**src/rtl/tct_pkg.sv**
```systemverilog
package tct_pkg;
  localparam int unsigned NUM_CH = 2;

  typedef enum logic [1:0] {
    MODE_PWM  = 2'b00,
    MODE_DCAP = 2'b01,
    MODE_DTMR = 2'b10,
    MODE_MIX  = 2'b11
  } tct_mode_e;

  localparam int unsigned REG_CTRL  = 0;
  localparam int unsigned REG_RLDA  = 1;
  localparam int unsigned REG_RLDB  = 2;
  localparam int unsigned REG_RLD2  = 3;
  localparam int unsigned REG_CNT1  = 4;
  localparam int unsigned REG_CNT2  = 5;
  localparam int unsigned REG_CAPA  = 6;
  localparam int unsigned REG_CAPB  = 7;
  localparam int unsigned REG_STAT  = 8;
endpackage

```
**src/rtl/tct_edge_sync.sv**
```systemverilog
module tct_edge_sync #(
  parameter int unsigned STAGES = 2
) (
  input  logic clk,
  input  logic rst_n,
  input  logic din,
  input  logic rise_sel,
  output logic edge_o
);
  logic [STAGES:0] sh_q;
  logic [STAGES:0] sh_d;

  always_comb begin
    sh_d = {sh_q[STAGES-1:0], din};
  end

  always_ff @(posedge clk or negedge rst_n) begin
    if (!rst_n) sh_q <= '0;
    else        sh_q <= sh_d;
  end

  // sh_q[STAGES-1] is the synchronised level, sh_q[STAGES] its previous value
  always_comb begin
    if (rise_sel) edge_o = sh_q[STAGES-1] & ~sh_q[STAGES];
    else          edge_o = ~sh_q[STAGES-1] & sh_q[STAGES];
  end
endmodule

```
**src/rtl/tct_down_counter.sv**
```systemverilog
module tct_down_counter #(
  parameter int unsigned W = 16
) (
  input  logic         clk,
  input  logic         rst_n,
  input  logic         run,
  input  logic         dec,
  input  logic [W-1:0] preset_val,
  input  logic [W-1:0] reload_val,
  output logic [W-1:0] cnt_o,
  output logic         uf_o
);
  logic [W-1:0] cnt_q;
  logic [W-1:0] cnt_d;
  logic         at_zero;

  assign at_zero = (cnt_q == '0);

  always_comb begin
    cnt_d = cnt_q;
    if (!run)         cnt_d = preset_val;
    else if (dec)     cnt_d = at_zero ? reload_val : cnt_q - 1'b1;
  end

  always_ff @(posedge clk or negedge rst_n) begin
    if (!rst_n) cnt_q <= '0;
    else        cnt_q <= cnt_d;
  end

  assign cnt_o = cnt_q;
  assign uf_o  = run & dec & at_zero;
endmodule

```
**src/rtl/twin_timer.sv**
```systemverilog
module twin_timer
  import tct_pkg::*;
#(
  parameter int unsigned CNT_W       = 16,
  parameter int unsigned ADDR_W      = 4,
  parameter int unsigned SYNC_STAGES = 2
) (
  input  logic              clk,
  input  logic              rst_n,
  input  logic              tick_en,
  input  logic              wr_en,
  input  logic [ADDR_W-1:0] addr,
  input  logic [CNT_W-1:0]  wdata,
  output logic [CNT_W-1:0]  rdata,
  input  logic              evt_a,
  input  logic              evt_b,
  output logic              pwm_out,
  output logic [1:0]        irq_uf,
  output logic [1:0]        irq_cap
);
  localparam int unsigned CTRL_W = 6;

  // reset: asynchronous assert, synchronous release
  logic [1:0] rs_q;
  logic       srst_n;

  always_ff @(posedge clk or negedge rst_n) begin
    if (!rst_n) rs_q <= 2'b00;
    else        rs_q <= {rs_q[0], 1'b1};
  end
  assign srst_n = rs_q[1];

  // configuration state
  tct_mode_e              mode_q, mode_d;
  logic [NUM_CH-1:0]      run_q, run_d;
  logic [NUM_CH-1:0]      pol_q, pol_d;
  logic [CNT_W-1:0]       rlda_q, rldb_q, rld2_q;
  logic [NUM_CH-1:0][CNT_W-1:0] cap_q, cap_d;
  logic [NUM_CH-1:0]      uf_flag_q, uf_flag_d;
  logic [NUM_CH-1:0]      cap_flag_q, cap_flag_d;
  logic                   hi_q, hi_d;

  // write decode
  logic ctrl_we, rlda_we, rldb_we, rld2_we, stat_we;
  always_comb begin
    ctrl_we = wr_en && (addr == ADDR_W'(REG_CTRL));
    rlda_we = wr_en && (addr == ADDR_W'(REG_RLDA));
    rldb_we = wr_en && (addr == ADDR_W'(REG_RLDB));
    rld2_we = wr_en && (addr == ADDR_W'(REG_RLD2));
    stat_we = wr_en && (addr == ADDR_W'(REG_STAT));
  end

  // event inputs
  logic [NUM_CH-1:0] evt_in;
  logic [NUM_CH-1:0] edge_w;
  assign evt_in = {evt_b, evt_a};

  for (genvar gi = 0; gi < NUM_CH; gi++) begin : g_sync
    tct_edge_sync #(.STAGES(SYNC_STAGES)) u_sync (
      .clk      (clk),
      .rst_n    (srst_n),
      .din      (evt_in[gi]),
      .rise_sel (pol_q[gi]),
      .edge_o   (edge_w[gi])
    );
  end

  // counters
  logic [NUM_CH-1:0]            dec_w, uf_w;
  logic [NUM_CH-1:0][CNT_W-1:0] cnt_w, preset_w, reload_w;
  logic                         pwm_mode, pwm_run;

  assign pwm_mode = (mode_q == MODE_PWM);
  assign pwm_run  = pwm_mode && run_q[0];

  always_comb begin
    dec_w[0]    = (mode_q == MODE_MIX) ? edge_w[0] : tick_en;
    dec_w[1]    = tick_en;
    preset_w[0] = rlda_q;
    reload_w[0] = (pwm_mode && hi_q) ? rldb_q : rlda_q;
    preset_w[1] = rld2_q;
    reload_w[1] = rld2_q;
  end

  for (genvar gi = 0; gi < NUM_CH; gi++) begin : g_cnt
    tct_down_counter #(.W(CNT_W)) u_cnt (
      .clk        (clk),
      .rst_n      (srst_n),
      .run        (run_q[gi]),
      .dec        (dec_w[gi]),
      .preset_val (preset_w[gi]),
      .reload_val (reload_w[gi]),
      .cnt_o      (cnt_w[gi]),
      .uf_o       (uf_w[gi])
    );
  end

  // capture events
  logic [NUM_CH-1:0]            cap_ev;
  logic [NUM_CH-1:0][CNT_W-1:0] cap_src;
  always_comb begin
    cap_ev[0]  = edge_w[0] && (mode_q == MODE_DCAP);
    cap_ev[1]  = edge_w[1] && ((mode_q == MODE_DCAP) || (mode_q == MODE_MIX));
    cap_src[0] = cnt_w[0];
    cap_src[1] = (mode_q == MODE_MIX) ? cnt_w[1] : cnt_w[0];
  end

  // next state
  always_comb begin
    mode_d = mode_q;
    run_d  = run_q;
    pol_d  = pol_q;
    if (ctrl_we) begin
      mode_d = tct_mode_e'(wdata[1:0]);
      pol_d  = wdata[5:4];
      if (tct_mode_e'(wdata[1:0]) != mode_q) run_d = '0;
      else                                   run_d = wdata[3:2];
    end

    for (int i = 0; i < NUM_CH; i++) begin
      cap_d[i]      = cap_ev[i] ? cap_src[i] : cap_q[i];
      uf_flag_d[i]  = uf_w[i] | (uf_flag_q[i] & ~(stat_we & wdata[i]));
      cap_flag_d[i] = cap_ev[i] | (cap_flag_q[i] & ~(stat_we & wdata[2+i]));
    end

    if (!pwm_run)      hi_d = 1'b1;
    else if (uf_w[0])  hi_d = ~hi_q;
    else               hi_d = hi_q;
  end

  // registers
  always_ff @(posedge clk or negedge srst_n) begin
    if (!srst_n) begin
      mode_q <= MODE_PWM;
      run_q  <= '0;
      pol_q  <= '0;
    end else if (ctrl_we) begin
      mode_q <= mode_d;
      run_q  <= run_d;
      pol_q  <= pol_d;
    end
  end

  always_ff @(posedge clk or negedge srst_n) begin
    if (!srst_n)      rlda_q <= '0;
    else if (rlda_we) rlda_q <= wdata;
  end

  always_ff @(posedge clk or negedge srst_n) begin
    if (!srst_n)      rldb_q <= '0;
    else if (rldb_we) rldb_q <= wdata;
  end

  always_ff @(posedge clk or negedge srst_n) begin
    if (!srst_n)      rld2_q <= '0;
    else if (rld2_we) rld2_q <= wdata;
  end

  for (genvar gi = 0; gi < NUM_CH; gi++) begin : g_cap
    always_ff @(posedge clk or negedge srst_n) begin
      if (!srst_n)         cap_q[gi] <= '0;
      else if (cap_ev[gi]) cap_q[gi] <= cap_d[gi];
    end
  end

  always_ff @(posedge clk or negedge srst_n) begin
    if (!srst_n) begin
      uf_flag_q  <= '0;
      cap_flag_q <= '0;
      hi_q       <= 1'b1;
    end else begin
      uf_flag_q  <= uf_flag_d;
      cap_flag_q <= cap_flag_d;
      hi_q       <= hi_d;
    end
  end

  // read mux
  always_comb begin
    rdata = '0;
    case (addr)
      ADDR_W'(REG_CTRL): rdata = CNT_W'({pol_q, run_q, mode_q});
      ADDR_W'(REG_RLDA): rdata = rlda_q;
      ADDR_W'(REG_RLDB): rdata = rldb_q;
      ADDR_W'(REG_RLD2): rdata = rld2_q;
      ADDR_W'(REG_CNT1): rdata = cnt_w[0];
      ADDR_W'(REG_CNT2): rdata = cnt_w[1];
      ADDR_W'(REG_CAPA): rdata = cap_q[0];
      ADDR_W'(REG_CAPB): rdata = cap_q[1];
      ADDR_W'(REG_STAT): rdata = CNT_W'({cap_flag_q, uf_flag_q});
      default:           rdata = '0;
    endcase
  end

  assign pwm_out = pwm_run && hi_q;
  assign irq_uf  = uf_flag_q;
  assign irq_cap = cap_flag_q;

  logic unused_ok;
  assign unused_ok = ^{CTRL_W[0]};
endmodule

```
**config.mk**
```make
export PLATFORM = sky130hd
export DESIGN_NAME = twin_timer
export DESIGN_NICKNAME = d
export VERILOG_FILES = /design/src/rtl/tct_pkg.sv /design/src/rtl/tct_edge_sync.sv /design/src/rtl/tct_down_counter.sv /design/src/rtl/twin_timer.sv
export SDC_FILE = /design/constraint.sdc
export NUM_CORES = 1
export LEC_CHECK = 0
export ABC_AREA = 1
export BUFFER_PORTS_ARGS = -buffer_cell sky130_fd_sc_hd__buf_4
export CAP_MARGIN = 20
export CORE_MARGIN = 10
export CORE_UTILIZATION = 50
export DETAILED_ROUTE_END_ITERATION = 16
export GPL_TIMING_DRIVEN = 1
export HOLD_SLACK_MARGIN = 0.08
export PLACE_DENSITY = 0.76
export SYNTH_ARGS = -nofsm -noshare
export SYNTH_HDL_FRONTEND = slang
export SYNTH_HIERARCHICAL = 1
export SYNTH_SLANG_ARGS = --single-unit
```
**constraint.sdc**
```tcl
create_clock -name clk -period 7.45 [get_ports clk]
set_input_delay 0.3725 -clock clk [delete_from_list [all_inputs] [get_ports clk]]
set_output_delay 0.3725 -clock clk [all_outputs]
set_load 0.05 [all_outputs]
```
==> impl_results.md, run 1 <==
* Slew Limit Headroom at 0.281
* Synth top area share at 0.399
* CP Max Fanout at 11
* Root buffer cell: clkbuf_16
* Clock sink total at 131
* Row count at 46
* Die H at 148 µm
* IO Count at 47
* Fin. max-slew vios at 0
* Syn. warnings at 6
* Distinct cell type count after synthesis at 29
* Largest net degree at the start of global routing at 77
* Final Skew at 0.00788 ns
* Static leakage at 0.00483 µW
* DRT iter0 DRCs at 1,016
* Initial antenna violation count at 0
* Crit path required time at 7.08 ns
* Actual slew at the worst max-slew pin at 1.07 ns
* Total power at 2930 µW
* Status: finished clean
* Nets at 1,251
* Cell Pwr Density at 318 mW/mm²
* Tcrit/Tclk final at 0.365
* Gpl congestion at 0.965
* Final setup violation count at 0
* Total of max-cap violations at 0
* Post-Synthesis Cells at 1,193
* TNS Setup at 0 ns
* PortBufs at 46
* Main combinational cell family by area after synthesis: simple AND/OR/NAND/NOR gates
* Fmax at 368 MHz
* Period minus WS final at 2.72 ns
* Synth Area in Simple Gates at 0.368
* CP Capture Type: output pin
* Global-route wire length before repair at approximately 40,000 µm
* Critical Path AT at 2.35 ns
* Synth Cell Area at 0.00815 mm²
* Pre-Repair DR Iteration Count at 6
* Antenna Cells at 0
* Mapped Nets at about 1,200
* Mapped Avg Cell Area at a little under 7 µm²
* Area leader, netlist: dfrtp_1
* Adder-cell share of the synthesized area at 0.00614
* CTS Buf Count at 17
* Setup Crit Path Kind: in -> out
* Post-CTS setup buffer count at 0
* Max rail drop VDD at a little under 0.0002 V
* Worst Hold Depth at 3
* Clock slew at reported path FFs at around 0.060 ns
* Vias in the first global route at 7,301
* Async SR Flop Fraction at 1.00
* GRT overflow at 0
* Area fraction in compound gates after synthesis at 0.100
* Routed WL at between 20,000 and 30,000 µm
* Post-DRT Antenna Nets at 0
* Most frequent cells in the layout: nand2_1 (393), inv_1 (150), nand3_1 (136)
* Die area at 0.0218 mm²
* DR DRC count at 0
* FF-to-FF path depth at 7
* Die width at around 150 µm
* Dpl hpwl at 17,800 µm
* Post-synthesis mux area share at 0.0110
* Xor/xnor share of the synthesized area at 0.00752
* Area delta synth->final at 13.1%
* Seq cells post-synth at 131
* Top FF cell, synth: dfrtp_1
* H-tree depth reported by CTS at 4
* CTS max path bufs at 2
* Post-synth EDFFs at 0
* RSZ-0062 raised after global routing: false
* Via count at 8,044
* Drt wl/cell at 17.3 µm
* Final non-filler cell total at around 1,500
* Total core area at 0.0159 mm²
* Dpl cells at 1,415
* Via density per instance at 5.55
* GRT Total Usage at 0.230
* Worst setup SP type: primary input
* Post-CTS Resized at 0
* Share of cells above drive strength 1 at 0.107
* Top cells by area, synth: dfrtp_1 (40%), nand2_1 (18%), nand3_1 (8.3%), inv_1 (6.9%), o21ai_0 (6.8%)
* Sequential area share after synthesis at 0.402
* Worst-Skew Late Latency at approximately 0.43 ns
* Hold Crit Class: in -> reg
* Most common cell after layout, fill and taps aside: nand2_1
* Initial Util at 0.511
* CTS tree: built
* Final Hold Viols at 0
[worst max-delay path, stage by stage]
cell,delay (ns)
buf_4,0.14
nor2_1,0.82
nand2_1,0.36
o21ai_0,0.26
nor2_1,0.07
nand2_1,0.10
buf_4,0.21
[layout make-up]
| cell class | instances | area (µm²) |
|---|---|---|
| inverters | 154 | 578 |
| clock buffers | 18 | 439 |
| flip-flops and latches | 131 | 3280 |
| well taps | 216 | 270 |
| fillers | 1522 | 6730 |
| multi-input cells | 862 | 4030 |
| repair buffers | 55 | 420 |
| clock inverters | 14 | 201 |
[path summary, 6_finish.rpt]
path                                       start                                   to  slack (ns)
setup / recovery                         addr[1]                             rdata[7]        4.73
hold / removal                          wdata[2]                 run_q[0]$_DFFE_PN0P_        0.19
setup reg to reg           mode_q[0]$_DFFE_PN0P_  g_cnt[0].u_cnt/cnt_o[3]$_DFFE_PN0P_        4.90
hold reg to reg                rs_q[0]$_DFF_PN0_                    rs_q[1]$_DFF_PN0_        0.35
max in group asynchronous      rs_q[1]$_DFF_PN0_                 cap_q[6]$_DFFE_PN0P_        5.63
min in group asynchronous                  rst_n                    rs_q[1]$_DFF_PN0_        0.26
[flip-flops by register name, indices dropped and copies added, names as in the netlist, 6 cells and up]
name,count
g_sync.u_sync/sh_q,6
rlda_q,16
rld2_q,16
cap_q,32
rldb_q,16
g_cnt.u_cnt/cnt_o,32
[where the power goes]
group | total [µW] | internal, µW | leakage [µW] | switching [µW]
Sequential | 1130 | 896 | 0.00166 | 230
Clock | 912 | 572 | 0.000296 | 340
Combinational | 890 | 295 | 0.00287 | 595
Total | 2930 | 1760 | 0.00483 | 1160
[timing repair]
action	in CTS	in global routing
setup endpoints to repair	0	0
hold buffers	3	0
endpoints found under the hold margin	4	0
[metrics by stage]
step	area, µm²	setup WS, ns	hold WS (ns)	utilization
floorplan	8150	3.53	0.0769	-
global placement	8550	4.85	0.157	0.536
detailed placement	8550	4.86	0.158	0.536
CTS	9220	4.84	0.187	0.578
global route	9220	4.67	0.213	0.578
finish	9220	4.73	0.193	0.578
[cells by family after synthesis]
group,count (synthesis)
XOR/XNOR,7
AND/OR/NAND/NOR,679
buffers and inverters,200
AO/OA/AOI/OAI,163
adder cells (fa/ha/maj),4
flip-flops,131
other,1
multiplexers,8
[per-layer routing]
| layer | track usage | part of all wire |
|---|---|---|
| met2 | 0.348 | 0.45 |
| met5 | 0 | 0 |
| met1 | 0.313 | 0.43 |
| met4 | 0.0887 | 0.031 |
| met3 | 0.0522 | 0.093 |
[synth_stat cells, types with 4 or more instances]
master    instances
nor2_4            5
clkbuf_1         11
xor2_1            6
o21ai_0         110
buf_2            17
nor2_1           87
dfrtp_1         130
inv_1           150
nand2_1         393
mux2_2            7
nand3_1         136
buf_4             9
buf_6             6
ha_1              4
nor2_2           11
nand3b_1         27
nor2_8            4
o21ai_1          36
a21oi_1          17
nand2_2          11
inv_2             4
Note: power is estimated with default switching activity, not from simulation.
==> run 2, diff against run 1 <==
--- a/config.mk
+++ b/config.mk
@@ -13,7 +13,7 @@
 export DETAILED_ROUTE_END_ITERATION = 16
 export GPL_TIMING_DRIVEN = 1
 export HOLD_SLACK_MARGIN = 0.08
-export PLACE_DENSITY = 0.76
+export PLACE_DENSITY = 0.79
 export SYNTH_ARGS = -nofsm -noshare
 export SYNTH_HDL_FRONTEND = slang
 export SYNTH_HIERARCHICAL = 1
==> constraint.sdc (replaced) <==
create_clock -name clk -period 2.49 [get_ports clk]
set_input_delay 0.1245 -clock clk [delete_from_list [all_inputs] [get_ports clk]]
set_output_delay 0.1245 -clock clk [all_outputs]
set_load 0.05 [all_outputs]
==> run 2 against run 1 <==
Routed wire length increased by 3.2%. Critical endpoint is now pwm_out. Critical path depth decreased by 3. First-iteration DRC count increased by 1.5%. Cell area increased by 1.9%. Register-to-register slack got worse by 4.3 ns. Setup slack got worse by 4.2 ns. Non-clock buffer count increased by 25. Hold slack got worse by 0.10 ns. Via count increased by 2.0%. Critical path type is now reg -> out.
==> impl_results.md, run 2 (synthesis results as in run 1) <==
* FF-to-FF path depth at 9 (+2)
* Via density per instance at 5.56 (+0.24%)
* Final Skew at 0.00791 ns (+0.0000292 ns)
* Gpl congestion at 0.978 (+1.3%)
* CTS max path bufs at 2 (unchanged)
* Cell Pwr Density at 905 mW/mm² (+180%)
* Hold Crit Start: wdata[12]
* # fillers at 1,425 (-6.4%)
* Setup Crit Path Kind: reg -> out
* Crit path required time at 2.37 ns (-4.71 ns)
* Actual slew at the worst max-slew pin at 0.623 ns (-0.451 ns)
* Multi-input logic area at 0.00403 mm² (unchanged)
* CP Max Fanout at 26 (+15)
* Slew Limit Headroom at 0.584 (+0.303)
* Storage element area at 0.00328 mm² (unchanged)
* DRT iter0 DRCs at 1,031 (+1.5%)
* Die width at 148 µm (unchanged)
* Pre-Repair DR Iteration Count at 7 (+1)
* Crit path largest cell delay at 0.45 ns (-0.37 ns)
* Post-CTS Resized at 0 (unchanged)
* Worst-Skew Late Latency at 0.43 ns (about the same)
* Post-DRT Antenna Nets at 0 (unchanged)
* Period minus WS final at 1.95 ns
* Switching Fraction at 0.403 (+0.00553)
* Critical Path AT at 1.83 ns (-0.52 ns)
* R2r startpoint: pol_q[0]$_DFFE_PN0P_
* PortBufs at 46 (unchanged)
* Worst setup SP type: flop
* Share of cells above drive strength 1 at 0.111 (+0.00423)
* DP Area at 0.00865 mm² (+1.2%)
* Vias in the first global route at 7,837 (+7.3%)
* Dpl hpwl at 18,200 µm (+2.0%)
* Row count at 46 (unchanged)
* Post-CTS setup buffer count at 0 (unchanged)
* Share of power burned in combinational logic at 0.322 (+0.018)
* Antenna Cells at 0 (unchanged)
* Hold Crit Class: in -> reg
* Via count at 8,202 (+2.0%)
* Crit-path cells: nor2_2 > nand2_2 > nor2_1 > buf_4
* R2R setup slack at 0.63 ns (-4.27 ns)
* Die area at 0.0218 mm² (unchanged)
* Largest net degree at the start of global routing at 59 (-23%)
* Total core area at 0.0159 mm² (unchanged)
* Routed WL at 25,900 µm (+3.2%)
* RSZ-0062 raised after global routing: false
* Clock slew at reported path FFs at 0.06 ns (about the same)
* Initial antenna violation count at 0 (unchanged)
* Fin. max-slew vios at 0 (unchanged)
* Clock sink total at 131 (unchanged)
* CP Buf/Inv Count at 1 (-1)
* Final setup violation count at 0 (unchanged)
* Design Area, Final at 0.00939 mm² (+1.9%)
* Crit path max-delay cell type: dfrtp_1
* Tcrit/Tclk final at 0.784
* Area delta synth->final at 15.2%
* Root buffer cell: clkbuf_16
* TNS Setup at 0 ns (unchanged)
* Most frequent cells in the layout: nand2_1 (393), inv_1 (150), nand3_1 (136)
* Static leakage at 0.00493 µW (+2.1%)
* CTS Buf Count at 17 (unchanged)
* Status: finished clean
* Flop pwr share at 0.393 (+0.008)
* Int Pwr at 5070 µW (+190%)
* GRT Total Usage at 0.237 (+0.00696)
* Crit path to: pwm_out
* Global-route wire length before repair at 41,200 µm (+3.3%)
* H-tree depth reported by CTS at 4 (unchanged)
* Drt wl/cell at 17.6 µm (+1.4%)
* Initial Util at 0.511 (unchanged)
* RR Endpoint: g_cnt[0].u_cnt/cnt_o[10]$_DFFE_PN0P_
* Total of max-cap violations at 0 (unchanged)
* Clk pwr share at 0.285 (-0.026)
* Worst Setup SP: mode_q[0]$_DFFE_PN0P_
* Levels on crit path at 4 (-3)
* Hold_buf cts at 18 (+15)
* Most common cell after layout, fill and taps aside: nand2_1
* DR DRC count at 0 (unchanged)
* Max rail drop VDD at 0.000554 V (+190%)
* Util after Layout at 0.589 (+0.0111)
* Die H at 148 µm (unchanged)
* Largest delay share family, worst path: simple AND/OR/NAND/NOR gates
* CP Capture Type: output pin
* CTS tree: built
* IO Count at 47 (unchanged)
* Final Hold Viols at 0 (unchanged)
* GRT overflow at 0 (unchanged)
* NetSw at 3430 µW (+190%)
* Fmax at 512 MHz
* Nets at 1,276 (+2.0%)
[run 2: changes by cell type in the layout (fill, tap and decap cells not counted), moves of 3 or more]
| cell | before | now |
|---|---|---|
| clkinv_2 | 0 | 5 |
| clkbuf_8 | 1 | 4 |
| buf_4 | 52 | 60 |
| dlygate4sd3_1 | 3 | 18 |
| clkinvlp_4 | 5 | 2 |
| inv_6 | 3 | 0 |
| bufinv_16 | 4 | 1 |
[run 2: cell type report]
type                    count  area share
multi-input cells         862       0.428
clock inverters             9     0.00839
flip-flops and latches    131       0.349
inverters                 154      0.0615
repair buffers             80      0.0714
clock buffers              23      0.0519
well taps                 216      0.0288
[run 2: metal layers]
metal / global-route usage / share of wire
met1: 0.305 / 0.42
met2: 0.364 / 0.44
met5: 0 / 0
met3: 0.0485 / 0.094
met4: 0.135 / 0.047
[run 2: how the worst min path moves through the flow]
stage | end | slack (ns) | cells after the start
global placement | rs_q[0]$_DFF_PN0_ | -0.09 | 1
detailed placement | rs_q[0]$_DFF_PN0_ | -0.09 | 1
floorplan | rs_q[0]$_DFF_PN0_ | -0.17 | 0
global route | rld2_q[12]$_DFFE_PN0P_ | 0.09 | 3
finish | rld2_q[12]$_DFFE_PN0P_ | 0.09 | 3
CTS | rld2_q[12]$_DFFE_PN0P_ | 0.08 | 3
[run 2: power groups by stage]
| stage | clock, µW | combinational (µW) | sequential (µW) |
|---|---|---|---|
| after floorplan | 0 | 2010 | 3170 |
| after global placement | 0 | 2570 | 3330 |
| after detailed placement | 0 | 2650 | 3340 |
| after CTS | 2420 | 2700 | 3320 |
| after global routing | 2530 | 3060 | 3400 |
| final | 2420 | 2740 | 3340 |
[run 2: metrics by stage]
stage          power, µW  worst slack (ns)  cells  hold slack [ns]
3_3_place_gp        5900             0.716   1425          -0.0920
3_5_place_dp        5980             0.677   1425          -0.0915
6_report            8500             0.538   1475           0.0892
4_1_cts             8430             0.569   1475           0.0805
2_1_floorplan       5180             0.311   1193           -0.171
5_1_grt             8980             0.433   1475           0.0854
[run 2: worst register-to-register path: stages, from the launching register on]
cell	delay, ns
dfrtp_1	0.39
inv_1	0.06
nand3_1	0.08
nand2_1	0.10
mux2_2	0.30
nor2_2	0.23
inv_1	0.25
o21ai_0	0.24
inv_1	0.06
nand2_1	0.07
